[src/rtl/pullup_delay_pkg.sv]
package pullup_delay_pkg;

  typedef enum logic {
    PU_HOLD = 1'b0,
    PU_ON   = 1'b1
  } pu_state_e;

  function automatic int cnt_width(input int max_val);
    int w;
    w = 1;
    while ((1 << w) <= max_val) w++;
    return w;
  endfunction

endpackage

[src/rtl/pwrsel_sync.sv]
module pwrsel_sync #(
  parameter int SYNC_STAGES = 2
) (
  input  logic clk,
  input  logic rst_n,
  input  logic din,
  output logic dout
);
  localparam int LAST = SYNC_STAGES - 1;

  logic [LAST:0] chain_q;

  generate
    for (genvar g = 0; g < SYNC_STAGES; g++) begin : g_stage
      if (g == 0) begin : g_first
        always_ff @(posedge clk) begin
          if (!rst_n) chain_q[g] <= din;
          else        chain_q[g] <= din;
        end
      end else begin : g_next
        always_ff @(posedge clk) begin
          if (!rst_n) chain_q[g] <= din;
          else        chain_q[g] <= chain_q[g-1];
        end
      end
    end
  endgenerate

  assign dout = chain_q[LAST];
endmodule

[src/rtl/level_change_det.sv]
module level_change_det (
  input  logic clk,
  input  logic rst_n,
  input  logic raw_lvl,
  input  logic sync_lvl,
  output logic changed
);
  logic prev_q;

  always_ff @(posedge clk) begin
    if (!rst_n) prev_q <= raw_lvl;
    else        prev_q <= sync_lvl;
  end

  assign changed = sync_lvl ^ prev_q;
endmodule

[src/rtl/pullup_delay_counter.sv]
module pullup_delay_counter
  import pullup_delay_pkg::*;
#(
  parameter int DELAY_CYCLES = 144000,
  parameter int CW           = 18
) (
  input  logic clk,
  input  logic rst_n,
  input  logic restart,
  output logic en_o
);
  localparam logic [CW-1:0] TERM = CW'(DELAY_CYCLES - 1);

  pu_state_e      st_q;
  logic [CW-1:0]  cnt_q;

  always_ff @(posedge clk) begin
    if (!rst_n || restart) begin
      st_q  <= PU_HOLD;
      cnt_q <= '0;
    end else if (st_q == PU_HOLD) begin
      if (cnt_q == TERM) st_q  <= PU_ON;
      else               cnt_q <= cnt_q + 1'b1;
    end
  end

  assign en_o = (st_q == PU_ON);
endmodule

[src/rtl/pullup_delay_timer.sv]
module pullup_delay_timer
  import pullup_delay_pkg::*;
#(
  parameter int DELAY_CYCLES = 144000,
  parameter int SYNC_STAGES  = 2
) (
  input  logic clk,
  input  logic rst_n,
  input  logic pwr_src_sel,
  output logic pullup_en
);
  localparam int CW = cnt_width(DELAY_CYCLES);

  logic sel_sync;
  logic src_chg;

  pwrsel_sync #(.SYNC_STAGES(SYNC_STAGES)) u_sync (
    .clk   (clk),
    .rst_n (rst_n),
    .din   (pwr_src_sel),
    .dout  (sel_sync)
  );

  level_change_det u_det (
    .clk      (clk),
    .rst_n    (rst_n),
    .raw_lvl  (pwr_src_sel),
    .sync_lvl (sel_sync),
    .changed  (src_chg)
  );

  pullup_delay_counter #(.DELAY_CYCLES(DELAY_CYCLES), .CW(CW)) u_cnt (
    .clk     (clk),
    .rst_n   (rst_n),
    .restart (src_chg),
    .en_o    (pullup_en)
  );
endmodule

[config.mk]
export PLATFORM = sky130hd
export DESIGN_NAME = pullup_delay_timer
export DESIGN_NICKNAME = d
export VERILOG_FILES = /design/src/rtl/pullup_delay_pkg.sv /design/src/rtl/pwrsel_sync.sv /design/src/rtl/level_change_det.sv /design/src/rtl/pullup_delay_counter.sv /design/src/rtl/pullup_delay_timer.sv
export SDC_FILE = /design/constraint.sdc
export NUM_CORES = 1
export LEC_CHECK = 0
export ABC_AREA = 1
export BUFFER_PORTS_ARGS = -buffer_cell sky130_fd_sc_hd__buf_4
export CORE_UTILIZATION = 35
export CTS_CLUSTER_DIAMETER = 120
export DETAILED_ROUTE_END_ITERATION = 16
export GPL_TIMING_DRIVEN = 0
export PLACE_DENSITY = 0.56
export SLEW_MARGIN = 20
export SYNTH_ARGS = -nofsm -noshare
export SYNTH_HDL_FRONTEND = slang
export SYNTH_SLANG_ARGS = --single-unit
export TNS_END_PERCENT = 50
[constraint.sdc]
create_clock -name clk -period 1.4 [get_ports clk]
set_input_delay 0.28 -clock clk [delete_from_list [all_inputs] [get_ports clk]]
set_output_delay 0.28 -clock clk [all_outputs]
set_load 0.005 [all_outputs]
# Word-level counts from Yosys, hierarchy flattened
# Cells that the tools add are included.
[op_classes]
n_addsub = 1
n_eq_ne = 1
muxes = 4
bitwise_logic = 3
reduce_logical = 3
[op_table]
columns = ["operator", "n"]
rows = [
  ["adder 18 x 1 -> 18 bit, second input constant", 1],
  ["equality test 18 bit, second input constant", 1],
  ["two-way mux 1 bit", 4],
  ["inverter 1 bit", 2],
  ["AND reduction 2 bit", 1],
  ["logical NOT 1 bit", 1],
  ["logical OR 1 bit", 1],
  ["XOR 1 bit", 1],
]
[word_totals]
regBits = 22
inputBits = 3
output_inout_bits = 1
wordCells = 17

# Depth between registers and ports, before layout
[depth]
word_depth = 3
depth_mapped = 10

# Cells and area by module
# A second synthesis with hierarchy kept.
[unflattened]
hier_cells = 184
area_unflattened_um2 = 1174.9
[modules_own_cells]
columns = ["mod", "n_inst", "cells_per_inst", "area_each_um2"]
rows = [
  ["pullup_delay_counter", 1, 168, 1066.0],
  ["pwrsel_sync", 1, 6, 55.1],
  ["level_change_det", 1, 10, 53.8],
]

# Worst setup path before layout
# Ideal clock, no wire load.
[synth_path]
path_kind = "reg2reg"
from = "register u_cnt.cnt_q[0]"
to = "register u_cnt.cnt_q[5]"
setup_time_ps = 115
arrival_time_ps = 1280
required_time_ps = 1285
setup_slack_ps = 5
stages_incl_launch_ff = 8
cell_sequence = "dfxtp_1 ha_1 nand3_2 nor2_4 nand3_4 buf_6 a31oi_1 nor2_1"
[synth_between]
elab_chain_cells = 3
[synth_lines]
columns = ["item", "line", "source"]
rows = [
  ["start: declaration", "pullup_delay_counter.sv:15", "logic [CW-1:0] cnt_q;"],
  ["start signal: assignment", "pullup_delay_counter.sv:23", "else cnt_q <= cnt_q + 1'b1;"],
  ["parallel branches: the longest is 3 deep, another holds adder 18 x 1 -> 18 bit", "-", ""],
]
# Several ways; the timed one is not identified.
# A chain may end at the register's enable or synchronous reset.

# Final worst setup path
# Ends and elaborated chain as after synthesis.

==> metrics.txt <==
worst hold slack=0.0756 ns; #FFs+latches synth=22; die width=60.5 µm; Peak VDD IR=404 µV; worst-path maximum fanout=10; remaining antenna violation count after routing=0; Multi-input gate area=736 µm²; Syn. warnings=0; Hold Startpoint=pwr_src_sel; crit start category=flop; final period utilization=96.8%; most frequent cell after synthesis=nand2_1; CP Class=flop to flop; vias per cell=4.90; Initial DRT Pass Iterations=4; EDFF count, synth=0; Post-Layout Inst Area=0.00145 mm²; Placer Congestion=approximately 0.83; Max Slew Vio Count=0; die area=0.00366 mm²; hpwl dp=around 1.8 mm; Diodes inserted=0; Hold/Removal Path Class=primary input to flop; sequential standard cell area=453 µm²; CTS clock-pin slew for the worst setup and hold paths=around 0.12 ns; vias after detailed routing=1161; crit-path cells=ha_4 > nand3_4 > nor2_4 > nand3_4 > buf_6 > a31oi_1 > nor2_1; Avg Cell Area, Syn=roughly 6.7 µm²; worst slew pin tran=0.247 ns; Main synth FF type=dfxtp_1; grt ovf=0; Tot GR Track Use=16.6%; share of the synthesized area in the top cell type=36.8%; sequential share of the synthesized area=36.8%; most used cell along the critical path=nand3_4; Synth async-reset ratio=0%; Pwr per Cell Area=703 mW/mm²; WL/cell=around 11 µm; clock skew=just under 0.006 ns; Fmax=738 MHz; Max Root-Sink Buffers=2; DIE HEIGHT=60.5 µm; first-pass GRT wire length=about 4.5 mm; static leakage=~0.55 nW; Syn-to-layout area delta=20.9%; number of port buffers=3; layout cell share with drive strength beyond 1=24.9%; CP Capture Type=flop; Fill cells=around 350; DRT iter0 DRCs=39; largest area contributor in the netlist=dfxtp_1; Tot Pwr=0.00102 W; Worst Path Required=1.62 ns; CP max stage cell=dfxtp_2; post-synth cell types=25; top post-synthesis cells by count=nand2_1, nor2_1, dfxtp_1, inv_1, nand3_1; initial antenna violation count=0; root buffer cell=clkbuf_4; R2R Path Start=u_cnt.cnt_q[0]; Final min period=1.36 ns; clock net sink count=22; final setup violation count=0; worst-skew pair later-pin latency=~0.31 ns; CTS H-tree depth=1; placed inst area=0.00127 mm²; cells after synthesis=178; Hold Vio Cnt, Final=0; worst rel slew slack=83.4%; DRC=0; Starting Density=38.0%; CP peak stage delay=0.38 ns; Max-Cap Viols=0; Syn Nets=182; top cells by area, synth=dfxtp_1, nand2_1, nor2_1; WL final=~2.6 mm; RSZ-0062 raised after global routing=true; largest net degree at the start of global routing=12; status=completed; cts hold-fix bufs=0; vias in the first global route=1053; core region area=0.00315 mm²; layout net count=around 200; Data arrival, critical path=1.58 ns; CTS tree=built; synthesized area=0.00120 mm²; IO Pins=4; total CTS buffers=3; CP Launch Point=u_cnt.cnt_q[0]; row cnt=20
-- report_power, final --
part	internal, W	switching, W	leakage (nW)
logic	0.0000332	0.0000444	0.351
clock network	0.000101	0.000192	0.0138
registers	0.000639	0.00000893	0.183
-- registers in the layout (all words and copies together) (netlist names) --
signal          flops
u_cnt.cnt_q        18
u_sync.dout         1
u_cnt.en_o          1
u_sync.chain_q      1
u_det.prev_q        1
-- cells in the final DEF (no fill, tap or decap), types with 4 or more instances in the layout --
cell	Yosys	layout
a21oi_1	9	9
buf_4	0	11
dfxtp_1	22	12
dfxtp_2	0	10
inv_1	16	16
nand2_1	50	48
nand3_1	14	14
nand4_1	7	7
nor2_1	32	28
nor2_4	3	4
-- through the flow --
step / worst slack [ns] / std cells / TNS, ns / utilization (%)
after floorplan: 0.00488 / 178 / 0 / -
after global placement: -0.126 / 225 / -1.69 / 40.4
after detailed placement: -0.143 / 225 / -1.86 / 40.4
after CTS: 0.00665 / 234 / 0 / 43.8
after global routing: -0.0399 / 237 / -0.156 / 45.9
final: 0.0449 / 237 / 0 / 45.9
-- area by class of cell --
| cell class | instances | share of cell area [%] |
|---|---|---|
| Tap cell | 44 | 3.80 |
| Inverter | 19 | 5.36 |
| Timing Repair Buffer | 11 | 5.70 |
| Multi-Input combinational cell | 135 | 50.8 |
| Buffer | 3 | 1.47 |
| Sequential cell | 22 | 31.3 |
| Clock buffer | 3 | 1.56 |
-- layer usage --
| metal | track usage, % | vias to the layer above | part of all wire, % |
|---|---|---|---|
| met1 | 21.5 | 527 | 47 |
| met3 | 2.77 | 9 | 3.0 |
| li1 | - | 604 | - |
| met5 | 0 | - | 0 |
| met4 | 8.44 | 0 | 2.4 |
| met2 | 26.8 | 21 | 48 |
-- cell families (layout without fill, tap and decap cells) --
group | Yosys count | after routing | share of synthesized area, %
fa+ha+maj | 1 | 1 | 1.04
buf+inv | 22 | 36 | 7.52
compound gates | 13 | 13 | 5.54
flops | 22 | 22 | 36.8
xor+xnor | 3 | 3 | 2.19
simple gates | 117 | 118 | 46.9
-- path summary, 6_finish.rpt --
| check | slack [ns] | end | depth (start not counted) |
|---|---|---|---|
| worst max-delay path | 0.04 | u_cnt.cnt_q[5] | 7 |
| worst min-delay path | 0.08 | u_sync.chain_q[0] | 1 |
| worst max register to register | 0.04 | u_cnt.cnt_q[5] | 7 |
| worst min register to register | 0.45 | u_sync.dout | 2 |
-- critical path: cells and delay by family, from the launching register on --
kind	cells	cell delay (ns)
fa+ha+maj	1	0.15
simple gates	4	0.44
flops	1	0.38
buf+inv	1	0.17
compound gates	1	0.12
-- timing repair --
item,CTS,global route
buffers inserted,5,3
pin swaps,3,3
cloned,1,0
resized for setup,9,21
setup endpoints to repair,19,18
No activity file was read; power rests on OpenSTA's default activity.
